--- config.mk ---
export PLATFORM = sky130hd
export DESIGN_NAME = aas_sequencer
export DESIGN_NICKNAME = d
export VERILOG_FILES = /design/src/rtl/aas_pkg.sv /design/src/rtl/aas_size_pick.sv /design/src/rtl/aas_addr_track.sv /design/src/rtl/aas_sequencer.sv
export SDC_FILE = /design/constraint.sdc
export NUM_CORES = 1
export LEC_CHECK = 0
export ABC_AREA = 0
export BUFFER_PORTS_ARGS = -buffer_cell sky130_fd_sc_hd__buf_2
export CAP_MARGIN = 40
export CORE_MARGIN = 2
export CORE_UTILIZATION = 40
export CTS_CLUSTER_DIAMETER = 150
export DETAILED_ROUTE_END_ITERATION = 16
export HOLD_SLACK_MARGIN = 0.1
export MAX_ROUTING_LAYER = met4
export PLACE_DENSITY = 0.74
export SLEW_MARGIN = 5
export SYNTH_ARGS = -nofsm -noshare
export SYNTH_HDL_FRONTEND = slang
export SYNTH_SLANG_ARGS = --single-unit
--- constraint.sdc ---
create_clock -name clk -period 3.6 [get_ports clk]
set_input_delay 0.72 -clock clk [delete_from_list [all_inputs] [get_ports clk]]
set_output_delay 0.72 -clock clk [all_outputs]
set_load 0.01 [all_outputs]
--- src/rtl/aas_pkg.sv ---
// Package: shared size codes, FSM states and size conversion helpers
// for the auto-align access sequencer.
package aas_pkg;

    typedef enum logic [1:0] {
        SZ_LONG = 2'b00,
        SZ_BYTE = 2'b01,
        SZ_WORD = 2'b10,
        SZ_RSVD = 2'b11
    } aas_size_e;

    typedef enum logic [1:0] {
        ST_IDLE  = 2'b00,
        ST_READ  = 2'b01,
        ST_WRITE = 2'b10
    } aas_state_e;

    // Converts a size code to a byte count; the reserved code maps to one byte.
    function automatic logic [2:0] code_to_bytes(input logic [1:0] code);
        case (code)
            SZ_LONG: code_to_bytes = 3'd4;
            SZ_WORD: code_to_bytes = 3'd2;
            default: code_to_bytes = 3'd1;
        endcase
    endfunction

    // Converts a byte count of 1, 2 or 4 back to its size code.
    function automatic logic [1:0] bytes_to_code(input logic [2:0] nbytes);
        case (nbytes)
            3'd4:    bytes_to_code = SZ_LONG;
            3'd2:    bytes_to_code = SZ_WORD;
            default: bytes_to_code = SZ_BYTE;
        endcase
    endfunction

endpackage

--- src/rtl/aas_size_pick.sv ---
// Module: aas_size_pick
// Chooses the size of one access as the largest of 4, 2 or 1 bytes that
// fits under a size cap and under a remaining byte count. When align_en is
// set, the address must also be a multiple of the chosen size.
// Assumes cap_bytes is 1, 2 or 4 and remain is non-zero whenever the
// result is used.
module aas_size_pick #(
    parameter int RW = 16
) (
    input  logic [1:0]    addr_lo,
    input  logic [2:0]    cap_bytes,
    input  logic [RW-1:0] remain,
    input  logic          align_en,
    output logic [2:0]    pick_bytes
);

    logic fits4;
    logic fits2;

    // Tests each candidate size against the cap, the remaining count and the alignment.
    always_comb begin
        fits4 = (cap_bytes >= 3'd4) && (remain >= RW'(4))
                && (!align_en || (addr_lo == 2'b00));
        fits2 = (cap_bytes >= 3'd2) && (remain >= RW'(2))
                && (!align_en || !addr_lo[0]);
    end

    // Picks the widest candidate that fits.
    always_comb begin
        if (fits4)      pick_bytes = 3'd4;
        else if (fits2) pick_bytes = 3'd2;
        else            pick_bytes = 3'd1;
    end

endmodule

--- src/rtl/aas_addr_track.sv ---
// Module: aas_addr_track
// Holds the running source address, destination address, remaining byte
// count and the bytes still unwritten from the current read.
// Assumes rd_step and wr_step are never high together and that no step
// moves a counter below zero.
module aas_addr_track #(
    parameter int AW = 32,
    parameter int CW = 24
) (
    input  logic          clk,
    input  logic          rst_n,
    input  logic          load,
    input  logic [AW-1:0] load_src,
    input  logic [AW-1:0] load_dst,
    input  logic [CW-1:0] load_cnt,
    input  logic          rd_step,
    input  logic [2:0]    rd_bytes,
    input  logic          wr_step,
    input  logic [2:0]    wr_bytes,
    output logic [AW-1:0] src_a,
    output logic [AW-1:0] dst_a,
    output logic [CW-1:0] remain,
    output logic [2:0]    chunk
);

    // Loads the channel setup, or applies a read step or a write step.
    always_ff @(posedge clk) begin
        if (!rst_n) begin
            src_a  <= '0;
            dst_a  <= '0;
            remain <= '0;
            chunk  <= '0;
        end else if (load) begin
            src_a  <= load_src;
            dst_a  <= load_dst;
            remain <= load_cnt;
            chunk  <= '0;
        end else if (rd_step) begin
            src_a  <= src_a + AW'(rd_bytes);
            chunk  <= rd_bytes;
        end else if (wr_step) begin
            dst_a  <= dst_a + AW'(wr_bytes);
            remain <= remain - CW'(wr_bytes);
            chunk  <= chunk - wr_bytes;
        end
    end

endmodule

--- src/rtl/aas_sequencer.sv ---
// Module: aas_sequencer (top)
// Issues the read and write requests of one DMA channel.
// After each read it issues writes that together cover the bytes read.
// With auto-align on and the source wider than the destination, reads are
// aligned to the source size. Writes are always sized by the destination
// address alignment.
// Assumes ack is high for one cycle and only while a request is raised.
module aas_sequencer
    import aas_pkg::*;
#(
    parameter int AW = 32,
    parameter int CW = 24
) (
    input  logic          clk,
    input  logic          rst_n,
    input  logic          start,
    input  logic [AW-1:0] src_addr,
    input  logic [AW-1:0] dst_addr,
    input  logic [CW-1:0] byte_count,
    input  logic [1:0]    src_size,
    input  logic [1:0]    dst_size,
    input  logic          auto_align,
    input  logic          ack,
    output logic          rd_req,
    output logic          wr_req,
    output logic [AW-1:0] acc_addr,
    output logic [1:0]    acc_size,
    output logic          busy,
    output logic          done
);

    localparam int CHUNK_W = 3;

    aas_state_e    state_q;
    aas_state_e    state_d;
    logic [2:0]    src_bytes_q;
    logic [2:0]    dst_bytes_q;
    logic          align_q;
    logic          done_q;
    logic          load;
    logic          zero_start;
    logic          rd_step;
    logic          wr_step;
    logic [AW-1:0] src_a;
    logic [AW-1:0] dst_a;
    logic [CW-1:0] remain;
    logic [2:0]    chunk;
    logic [2:0]    rd_bytes;
    logic [2:0]    wr_bytes;

    // Decodes the start and the handshake events.
    always_comb begin
        load       = (state_q == ST_IDLE) && start && (byte_count != '0);
        zero_start = (state_q == ST_IDLE) && start && (byte_count == '0);
        rd_step    = (state_q == ST_READ) && ack;
        wr_step    = (state_q == ST_WRITE) && ack;
    end

    // Next-state logic: read, then writes until the read is covered, then
    // finish once the count is used up.
    always_comb begin
        state_d = state_q;
        case (state_q)
            ST_IDLE:  if (load) state_d = ST_READ;
            ST_READ:  if (ack) state_d = ST_WRITE;
            ST_WRITE: begin
                if (ack) begin
                    if (remain == CW'(wr_bytes))  state_d = ST_IDLE;
                    else if (chunk == wr_bytes)   state_d = ST_READ;
                end
            end
            default:  state_d = ST_IDLE;
        endcase
    end

    // State register and the one-cycle completion flag.
    always_ff @(posedge clk) begin
        if (!rst_n) begin
            state_q <= ST_IDLE;
            done_q  <= 1'b0;
        end else begin
            state_q <= state_d;
            done_q  <= zero_start || (wr_step && (remain == CW'(wr_bytes)));
        end
    end

    // Latches the size configuration and the auto-align decision at start.
    always_ff @(posedge clk) begin
        if (!rst_n) begin
            src_bytes_q <= 3'd1;
            dst_bytes_q <= 3'd1;
            align_q     <= 1'b0;
        end else if (load) begin
            src_bytes_q <= code_to_bytes(src_size);
            dst_bytes_q <= code_to_bytes(dst_size);
            align_q     <= auto_align
                           && (code_to_bytes(src_size) > code_to_bytes(dst_size));
        end
    end

    aas_addr_track #(
        .AW(AW),
        .CW(CW)
    ) track_i (
        .clk      (clk),
        .rst_n    (rst_n),
        .load     (load),
        .load_src (src_addr),
        .load_dst (dst_addr),
        .load_cnt (byte_count),
        .rd_step  (rd_step),
        .rd_bytes (rd_bytes),
        .wr_step  (wr_step),
        .wr_bytes (wr_bytes),
        .src_a    (src_a),
        .dst_a    (dst_a),
        .remain   (remain),
        .chunk    (chunk)
    );

    aas_size_pick #(
        .RW(CW)
    ) rd_pick_i (
        .addr_lo    (src_a[1:0]),
        .cap_bytes  (src_bytes_q),
        .remain     (remain),
        .align_en   (align_q),
        .pick_bytes (rd_bytes)
    );

    aas_size_pick #(
        .RW(CHUNK_W)
    ) wr_pick_i (
        .addr_lo    (dst_a[1:0]),
        .cap_bytes  (dst_bytes_q),
        .remain     (chunk),
        .align_en   (1'b1),
        .pick_bytes (wr_bytes)
    );

    // Drives the request outputs from the state and the chosen size.
    always_comb begin
        rd_req   = (state_q == ST_READ);
        wr_req   = (state_q == ST_WRITE);
        acc_addr = (state_q == ST_WRITE) ? dst_a : src_a;
        acc_size = bytes_to_code((state_q == ST_WRITE) ? wr_bytes : rd_bytes);
        busy     = (state_q != ST_IDLE);
        done     = done_q;
    end

endmodule

==> impl_metrics.env, run 1 <==
export IMPL_status="complete, no violations"
export IMPL_cts_sink_count=99
export IMPL_wirelength_um=21320
export IMPL_slew_violations=0
export IMPL_area_growth_syn_to_layout_pct=24.77
export IMPL_cpMostUsedCell="buf_4"
export IMPL_fillerInstances=1490
export IMPL_cts_hold_buf=0
export IMPL_critical_path_max_stage_delay_ps=570
export IMPL_synth_distinct_cells=66
export IMPL_num_vias=7011
export IMPL_ys_top_cells_by_area="dfxtp_1 (32%), a21oi_1 (6.3%), mux2_2 (5.9%), nand2_1 (5.2%), nor2_1 (5.1%)"
export IMPL_rsz0062_at_grt="yes"
export IMPL_clock_latency_ps=360
export IMPL_dp_hpwl_um=15630
export IMPL_synthArstFlopShare=0
export IMPL_worstMarginPinSlew_ps=775.5
export IMPL_antenna_found_initial=0
export IMPL_layout_cells_non_filler=1171
export IMPL_r2r_end="track_i.src_a[22]"
export IMPL_gr_total_overflow=0
export IMPL_leakagePower_nw=3.040
export IMPL_grt_first_pass_wirelength_um=33090
export IMPL_grt_max_degree=42
export IMPL_maxCapViolCount=0
export IMPL_syn_inst=818
export IMPL_register_area_um2=1986
export IMPL_yosysWarnings=0
export IMPL_place_ws_ps=86.15
export IMPL_hold_path_cell_count=2
export IMPL_routabilityCongestion=0.9676
export IMPL_cp_slowest_cell="or4_4"
export IMPL_crit_fanout=4
export IMPL_dp_cells=1149
export IMPL_diodes=0
export IMPL_htreeDepth=3
export IMPL_r2r_setup_slack_ps=30
export IMPL_synth_seq_cells=99
export IMPL_synth_largest_area_cell="dfxtp_1"
export IMPL_fmax_ghz=0.2800
export IMPL_synth_most_common_cell="dfxtp_1"
export IMPL_cts_tree="done"
export IMPL_port_buffer_count=134
export IMPL_core_um2=15260
export IMPL_fp_dieH_um=129.3
export IMPL_ys_top_cells_by_count="dfxtp_1 (99), nand2_1 (87), nor2_1 (85)"
export IMPL_reg2reg_from="track_i.remain[14]"
export IMPL_fin_ws_ps=28.80
export IMPL_drt_pass1_iter_count=7
export IMPL_crit_path_start_kind="flop"
export IMPL_setup_violations_final=0
export IMPL_ir_drop_mv=0.2601
export IMPL_p_per_area_nw_per_um2=406.1
export IMPL_cts_reportedPaths_clkPinSlew_ps=70
export IMPL_cts_root_buffer="clkbuf_16"
export IMPL_synthesis_area_um2=6285
export IMPL_synth_nets=932
export IMPL_wl_per_cell_um=18.21
export IMPL_yosys_area_top_type_share=0.3153
export IMPL_fp_dieW_um=129.3
export IMPL_crit_family="simple AND/OR/NAND/NOR gates"
export IMPL_final_util=0.5139
export IMPL_synthFlopType="dfxtp_1"
export IMPL_hold_viol=0
export IMPL_required_ps=3890
export IMPL_via_per_inst=5.987
export IMPL_final_nets=1070
export IMPL_grt_pass1_vias=6341
export IMPL_die_area_um2=16730
export IMPL_power_w=0.003184
export IMPL_drc=0
export IMPL_ant_nets=0
export IMPL_fin_crit_sh=0.9920
export IMPL_ff2ff_path_depth=13
export IMPL_hp_class="reg2reg"
export IMPL_grt_util_all_layers=0.2589
export IMPL_avgSynthCellArea_um2=7.683
export IMPL_multi_input_area_um2=4179
export IMPL_initial_core_util=0.4119
export IMPL_rows=45
export IMPL_drtIter0Drc=887
export IMPL_holdPathEnd="src_bytes_q[1]"
export IMPL_worstPathArrival_ps=3860
export IMPL_synth_edff_count=0
export IMPL_cp_cell_sequence="or4_4 -> nor4_4 -> nand3_4 -> o311ai_4 -> or2b_1 -> buf_4 -> fa_2 -> nor2b_4 -> o21a_1 -> nand3_1 -> buf_4 -> or3_1 -> a31oi_1"
export IMPL_cts_buffer_depth=2
export IMPL_floorplan_io_pins=135
export IMPL_cts_buffers=9
export IMPL_skew_ps=9.101
export IMPL_drive_gt1_frac=0.2760
export IMPL_hold_start="src_bytes_q[1]"
export IMPL_slew_headroom=0.4787
export IMPL_period_minus_slack_ps=3571
export IMPL_yosysSeqAreaShare=0.3153
export IMPL_crit_type="reg2reg"
export IMPL_cp_num_buf_inv=2
export IMPL_end_kind="flop"
export IMPL_timing_hold_ws_ps=466.7
==> placed cells by master (no fill, tap or decap), types with 6 or more instances in the layout <==
cell         n
a211oi_1     9
a22oi_1     13
buf_4       40
o21a_1       7
nor3_1      15
nand2_1     87
xor2_1      13
a21oi_1     78
o211ai_1    11
ha_1        13
clkbuf_16    9
buf_2      134
dfxtp_1     98
or3_1       11
o21ai_0     38
nand3_1     52
mux2_2      33
and4_1       6
a31oi_1     21
nand4_1     17
nor4_1      10
a221oi_1    10
nor2_1      81
xnor2_1     14
inv_1       15
and3_1      14
==> sequential cells by signal, summed over array words and instances, names as in the netlist <==
signal	cells
align_q	1
state_q	2
track_i.chunk	3
track_i.src_a	32
src_bytes_q	2
track_i.remain	24
dst_bytes_q	2
track_i.dst_a	32
done	1
==> cell type report <==
cell class              instances  share of cell area
clock buffers                  10             0.03048
flip-flops and latches         99              0.2532
clock inverters                 5            0.007659
repair buffers                178              0.1339
inverters                      17            0.008138
well taps                     211             0.03367
multi-input cells             651              0.5330
==> cell families (layout without fill, tap and decap cells) <==
kind of cell             Yosys count  after routing  synth area share
AO/OA/AOI/OAI                    231            231            0.2357
XOR/XNOR                          27             27           0.03763
adder cells (fa/ha/maj)           17             17           0.03743
buffers and inverters             68            210           0.04161
flip-flops                        99             99            0.3153
multiplexers                      34             34           0.06072
AND/OR/NAND/NOR                  342            342            0.2716
==> power breakdown <==
group | switching (W) | leakage [nW] | internal [W] | total [W]
registers | 0.000138 | 0.814 | 0.00120 | 0.00134
logic | 0.000468 | 2.08 | 0.000368 | 0.000835
clock network | 0.000455 | 0.145 | 0.000558 | 0.00101
total | 0.00106 | 3.04 | 0.00212 | 0.00318
==> per-layer routing <==
layer | up-vias | routed length (µm) | GRT usage | share of wire
met5 | - | 0 | - | 0
met4 | 0 | 638 | 0.1202 | 0.030
met3 | 48 | 1739 | 0.02560 | 0.082
met2 | 374 | 9389 | 0.3759 | 0.44
met1 | 3275 | 9554 | 0.3620 | 0.45
li1 | 3314 | - | - | -
==> worst reg2reg max path, cell delays in order (launching register included) <==
cell and delay (ps):
dfxtp_4 340, or4_4 570, nor4_4 310, nand3_4 150, o311ai_4 240, or2b_1 300
buf_4 150, fa_2 380, nor2b_4 150, o21a_1 150, nand3_1 110, buf_4 190
or3_1 300, a31oi_1 160
==> worst max path at each step <==
| stage | end | start | depth (start not counted) | slack (ps) |
|---|---|---|---|---|
| floorplan | track_i.src_a[18] | track_i.remain[8] | 12 | 50 |
| global placement | track_i.src_a[18] | track_i.remain[14] | 13 | 170 |
| detailed placement | track_i.src_a[16] | track_i.remain[14] | 13 | 90 |
| CTS | track_i.src_a[16] | track_i.remain[14] | 13 | 80 |
| global route | track_i.src_a[26] | track_i.remain[14] | 14 | -100 |
| finish | track_i.src_a[22] | track_i.remain[14] | 13 | 30 |
==> metrics by stage <==
step / cell area (µm²) / TNS (ps)
finish: 7841 / 0
global route: 7841 / -652.6
CTS: 7677 / 0
detailed placement: 7378 / 0
global placement: 7331 / 0
floorplan: 6299 / 0
==> what timing repair did <==
action                                  CTS  global route
gates resized for setup                   0            24
buffers inserted                          0             7
endpoints found under the setup margin    0            22
Power figures use the tool's default switching activity.
==> run 2: changes to the inputs <==
--- a/config.mk
+++ b/config.mk
@@ -18,4 +18,5 @@
 export SLEW_MARGIN = 5
 export SYNTH_ARGS = -nofsm -noshare
 export SYNTH_HDL_FRONTEND = slang
+export SYNTH_HIERARCHICAL = 1
 export SYNTH_SLANG_ARGS = --single-unit
==> run 2 against run 1 <==
Compared with the run above:
- clock power is 5% lower
- design area shrank 2.1%
- wire length fell by 12%
- sequential cell count is the same
- first-iteration DRC count is 43% lower
- clock skew is 2.7 ps lower
- total power rose by 11%
- die area is 2.9% higher
- critical path type is now reg2out
- largest power group unchanged
==> impl_metrics.env, run 2 <==
export IMPL_final_common_cell="buf_2"
export IMPL_cts_tree="done"
export IMPL_end_kind="output pin"
export IMPL_crit_path_start_kind="flop"
export IMPL_drive_gt1_frac=0.2314
export IMPL_place_ws_ps=165.2
export IMPL_fp_dieH_um=131.2
export IMPL_syn_inst=812
export IMPL_num_vias=6391
export IMPL_cts_reportedPaths_clkPinSlew_ps=70
export IMPL_drc=0
export IMPL_p_per_area_nw_per_um2=458.9
export IMPL_floorplan_io_pins=135
export IMPL_routabilityCongestion=0.8987
export IMPL_ant_nets=0
export IMPL_synthesis_area_um2=6474
export IMPL_fillerInstances=1555
export IMPL_via_per_inst=5.577
export IMPL_htreeDepth=3
export IMPL_final_util=0.4848
export IMPL_gr_total_overflow=0
export IMPL_cts_root_buffer="clkbuf_16"
export IMPL_grt_first_pass_wirelength_um=30150
export IMPL_rsz0062_at_grt="yes"
export IMPL_cts_buffers=9
export IMPL_hold_viol=0
export IMPL_dp_hpwl_um=13820
export IMPL_drtIter0Drc=510
export IMPL_core_um2=15830
export IMPL_hp_class="reg2reg"
export IMPL_setup_violations_final=0
export IMPL_port_buffer_count=134
export IMPL_cp_cell_sequence="nor4_1 -> nand4_1 -> o211a_1 -> nor2_2 -> or4b_2 -> o21ai_0 -> buf_2"
export IMPL_worstMarginPinSlew_ps=718.0
export IMPL_cts_sink_count=99
export IMPL_avgSynthCellArea_um2=7.973
export IMPL_grt_util_all_layers=0.2214
export IMPL_slew_headroom=0.5192
export IMPL_register_area_um2=1982
export IMPL_fin_crit_sh=0.9734
export IMPL_required_ps=2880
export IMPL_rows=46
export IMPL_multi_input_area_um2=4190
export IMPL_crit_type="reg2out"
export IMPL_fp_dieW_um=131.2
export IMPL_critical_path_max_stage_delay_ps=620
export IMPL_layout_cells_non_filler=1146
export IMPL_cts_buffer_depth=2
export IMPL_worstPathArrival_ps=2780
export IMPL_fmax_ghz=0.2854
export IMPL_clock_latency_ps=350
export IMPL_status="complete, no violations"
export IMPL_yosysWarnings=6
export IMPL_leakagePower_nw=2.834
export IMPL_ir_drop_mv=0.2388
export IMPL_period_minus_slack_ps=3504
export IMPL_slew_violations=0
export IMPL_postCtsSetupRepairBufs=0
export IMPL_die_area_um2=17220
export IMPL_initial_core_util=0.4090
export IMPL_cp_slowest_cell="or4b_2"
export IMPL_grt_max_degree=71
export IMPL_mostFrequentLayoutCells="buf_2 (134), dfxtp_1 (99), a21oi_1 (73)"
export IMPL_drt_pass1_iter_count=8
export IMPL_area_growth_syn_to_layout_pct=18.53
export IMPL_maxCapViolCount=0
export IMPL_antenna_found_initial=1
export IMPL_grt_pass1_vias=5909
export IMPL_wl_per_cell_um=16.43
export IMPL_wirelength_um=18830
export IMPL_final_nets=1038
export IMPL_top_regs="track_i/dst_a: 32 flops, track_i/src_a: 32 flops, track_i/remain: 24 flops"
export IMPL_dp_cells=1129
export IMPL_fin_ws_ps=95.63
export IMPL_crit_fanout=7
export IMPL_skew_ps=6.429
==> run 2: changes by cell type in the layout (fill, tap and decap cells not counted), sizes merged, moves of 9 or more <==
cell | before | now
o21ai | 40 | 66
xnor2 | 14 | 69
a31oi | 22 | 9
nor4 | 13 | 41
mux2i | 1 | 11
nand2 | 87 | 50
a22oi | 13 | 0
nand3 | 53 | 22
buf | 178 | 151
nor2 | 85 | 62
inv | 19 | 29
a221oi | 10 | 1
==> run 2: path summary, 6_finish.rpt <==
check / from / end / slack, ps / depth (start not counted)
worst max-delay path: track_i/remain[19] / acc_size[1] / 100 / 7
worst min register to register: src_bytes_q[1] / src_bytes_q[1] / 470 / 2
worst min-delay path: src_bytes_q[1] / src_bytes_q[1] / 470 / 2
worst max register to register: track_i/remain[19] / track_i/src_a[18] / 160 / 11
==> run 2: critical path, delay by kind of cell, from the launching register on <==
family                 cells  cell delay (ps)
AO/OA/AOI/OAI              2              490
buffers and inverters      1              190
flip-flops                 1              360
AND/OR/NAND/NOR            4             1400
==> run 2: final cells by class <==
class | instances | area share
clock buffer | 12 | 0.03082
inverter | 31 | 0.01533
tap | 216 | 0.03522
sequential | 99 | 0.2583
multi-input combinational | 632 | 0.5461
timing repair buffer | 151 | 0.1073
clock inverter | 4 | 0.006685
antenna | 1 | 0.0003261
==> run 2: power by group <==
part / internal (W) / switching [W] / leakage, nW
Combinational: 0.000496 / 0.000589 / 1.88
Sequential: 0.00126 / 0.000220 / 0.816
Clock: 0.000540 / 0.000421 / 0.137
Total: 0.00229 / 0.00123 / 2.83
==> run 2: timing repair <==
action                                 in CTS  in global routing
hold buffers                                0                  0
endpoints found under the hold margin       0                  0
gates resized for setup                     0                  2
setup endpoints to repair                   0                  9
==> run 2: routing by layer <==
metal / up-vias / part of all wire / GRT usage / routed length [µm]
met5: - / 0 / - / 0
met1: 2952 / 0.46 / 0.2984 / 8679
met4: 0 / 0.018 / 0.06039 / 334
li1: 3147 / - / - / -
met2: 265 / 0.44 / 0.3351 / 8333
met3: 27 / 0.079 / 0.04977 / 1479
==> run 2: through the flow <==
stage	hold slack, ps	total power [W]	area [µm²]	setup TNS (ps)
final	472.9	0.003521	7674	0
after global routing	507.8	0.003732	7674	-147.7
after CTS	475.8	0.003535	7662	0
after detailed placement	465.3	0.002562	7375	0
after global placement	452.8	0.002546	7375	0
after floorplan	438.4	0.002197	6481	0
==> run 3: changes to the inputs <==
==> constraint.sdc (replaced) <==
create_clock -name clk -period 3.6 [get_ports clk]
set_input_delay 0.72 -clock clk [delete_from_list [all_inputs] [get_ports clk]]
set_output_delay 0.72 -clock clk [all_outputs]
set_load 0.005 [all_outputs]
==> run 3 against run 2 <==
Compared with the run above:
- final cell count hardly changed
- critical path depth stayed put
- clock power is 7% higher
- count of clock-buffer cells in the layout is 1 lower
- wire length is 1.3% higher
- register-to-register slack better by 120 ps
- via count is 0.41% higher
- hold slack worse by 2.2 ps
- non-clock buffer count is 1 higher
- sequential share of layout area is 0.15 points lower
- setup slack better by 120 ps
- critical endpoint unchanged
==> impl_metrics.env, run 3 (same netlist as run 2, synthesis figures left out) <==
export IMPL_critical_path_max_stage_delay_ps=620
export IMPL_skew_ps=10.73
export IMPL_maxCapViolCount=0
export IMPL_rsz0062_at_grt="no"
export IMPL_grt_first_pass_wirelength_um=30130
export IMPL_critPathCapture="acc_size[1]"
export IMPL_hold_viol=0
export IMPL_dp_hpwl_um=13930
export IMPL_fin_crit_sh=0.9388
export IMPL_cts_hold_buf=0
export IMPL_seqPwrFrac=0.415
export IMPL_register_area_um2=1982
export IMPL_p_per_area_nw_per_um2=461.6
export IMPL_clock_latency_ps=360
export IMPL_gr_total_overflow=0
export IMPL_layout_cells_non_filler=1147
export IMPL_wl_per_cell_um=16.63
export IMPL_slew_violations=0
export IMPL_htreeDepth=3
export IMPL_internal_power_w=0.002331
export IMPL_required_ps=2880
export IMPL_die_area_um2=17220
export IMPL_p_sw_frac=0.3456
export IMPL_floorplan_io_pins=135
export IMPL_cts_reportedPaths_clkPinSlew_ps=70
export IMPL_port_buffer_count=134
export IMPL_crit_fanout=6
export IMPL_fp_dieW_um=131.2
export IMPL_rows=46
export IMPL_fmax_ghz=0.2959
export IMPL_mostFrequentLayoutCells="buf_2 (134), dfxtp_1 (99), a21oi_1 (73)"
export IMPL_grt_max_degree=94
export IMPL_end_kind="output pin"
export IMPL_slew_headroom=0.5817
export IMPL_ff2ff_path_depth=13
export IMPL_cts_buffer_depth=2
export IMPL_dp_cells=1127
export IMPL_grt_util_all_layers=0.2212
export IMPL_routabilityCongestion=0.8985
export IMPL_cts_root_buffer="clkbuf_16"
export IMPL_antenna_found_initial=1
export IMPL_power_frac_clock=0.290
export IMPL_drive_gt1_frac=0.2376
export IMPL_final_common_cell="buf_2"
export IMPL_status="complete, no violations"
export IMPL_path_depth=7
export IMPL_startpoint="track_i/remain[5]"
export IMPL_grt_pass1_vias=5807
export IMPL_cts_sink_count=99
export IMPL_crit_path_start_kind="flop"
export IMPL_ant_nets=0
export IMPL_period_minus_slack_ps=3380
export IMPL_cp_slowest_cell="or4b_2"
export IMPL_reg2reg_from="track_i/remain[5]"
export IMPL_net_switching_power_w=0.001231
export IMPL_initial_core_util=0.4090
export IMPL_area_growth_syn_to_layout_pct=19.21
export IMPL_hp_class="reg2reg"
export IMPL_via_per_inst=5.595
export IMPL_cts_tree="done"
export IMPL_cp_num_buf_inv=1
export IMPL_final_nets=1039
export IMPL_worstMarginPinSlew_ps=627.5
export IMPL_drtIter0Drc=587
export IMPL_drt_pass1_iter_count=5
export IMPL_leakagePower_nw=2.849
export IMPL_crit_family="simple AND/OR/NAND/NOR gates"
export IMPL_r2r_end="track_i/src_a[14]"
export IMPL_core_um2=15830
export IMPL_crit_type="reg2out"
export IMPL_wirelength_um=19080
export IMPL_top_regs="track_i/dst_a: 32 flops, track_i/src_a: 32 flops, track_i/remain: 24 flops"
export IMPL_num_vias=6417
export IMPL_cp_cell_sequence="nor4_2 -> nand4_1 -> o211a_4 -> nor2_2 -> or4b_2 -> o21ai_0 -> buf_2"
export IMPL_cts_buffers=9
export IMPL_drc=0
export IMPL_ir_drop_mv=0.2945
export IMPL_fp_dieH_um=131.2
export IMPL_worstPathArrival_ps=2660
export IMPL_setup_violations_final=0
export IMPL_fillerInstances=1547
export IMPL_tns_ps=0
export IMPL_multi_input_area_um2=4209
export IMPL_p_comb_frac=0.295
export IMPL_r2r_setup_slack_ps=280
## run 3: worst min path at each step
stage	from	endpoint	slack (ps)	depth (start not counted)
after floorplan	dst_bytes_q[1]	dst_bytes_q[1]	440	2
after global placement	src_bytes_q[1]	src_bytes_q[1]	450	2
after detailed placement	src_bytes_q[1]	src_bytes_q[1]	460	2
after CTS	src_bytes_q[1]	src_bytes_q[1]	470	2
after global routing	src_bytes_q[1]	src_bytes_q[1]	500	2
final	src_bytes_q[1]	src_bytes_q[1]	470	2
## run 3: metrics by stage
stage	util	total power (W)	hold WS, ps	area, µm²	setup WS (ps)
after floorplan	-	0.002166	438.4	6481	753.4
final	0.4876	0.003563	470.7	7717	220.3
after global routing	0.4876	0.003778	497.6	7717	17.21
after detailed placement	0.4642	0.002522	464.2	7347	135.1
after global placement	0.4642	0.002507	450.2	7347	256.7
after CTS	0.4843	0.003568	474.9	7665	86.44
## run 3: area by class of cell
class / instances / area share
diodes: 1 / 0.0003243
clock buffers: 11 / 0.03275
clock inverters: 5 / 0.008431
inverters: 31 / 0.01524
multi-input cells: 632 / 0.5454
flip-flops and latches: 99 / 0.2568
well taps: 216 / 0.03502
repair buffers: 152 / 0.1060
## run 3: metal layers
metal	GRT usage	share of wire
met1	0.2992	0.47
met2	0.3330	0.45
met3	0.04475	0.060
met4	0.06944	0.020
met5	-	0
## run 3: power by group through the flow
stage	Combinational, W	Clock (W)	Sequential (W)
after floorplan	0.000742	0	0.00142
after global placement	0.00102	0	0.00149
after detailed placement	0.00103	0	0.00150
after CTS	0.00103	0.00106	0.00147
after global routing	0.00116	0.00111	0.00151
final	0.00105	0.00103	0.00148
## run 3: what timing repair did
| action | CTS | global route |
|---|---|---|
| setup endpoints to repair | 0 | 6 |
| hold endpoints to repair | 0 | 0 |
| resized for setup | 0 | 5 |
| setup buffers | 0 | 3 |
## run 3: worst reg2reg max path: cells and delay by family, from the launching register on
kind                       cells  cell delay (ps)
AOI/OAI and AO/OA              3              590
and+or+nand+nor                4              940
adders and majority gates      2              670
buffers and inverters          3              470
DFF                            1              370
xor gates and xnor gates       1              150
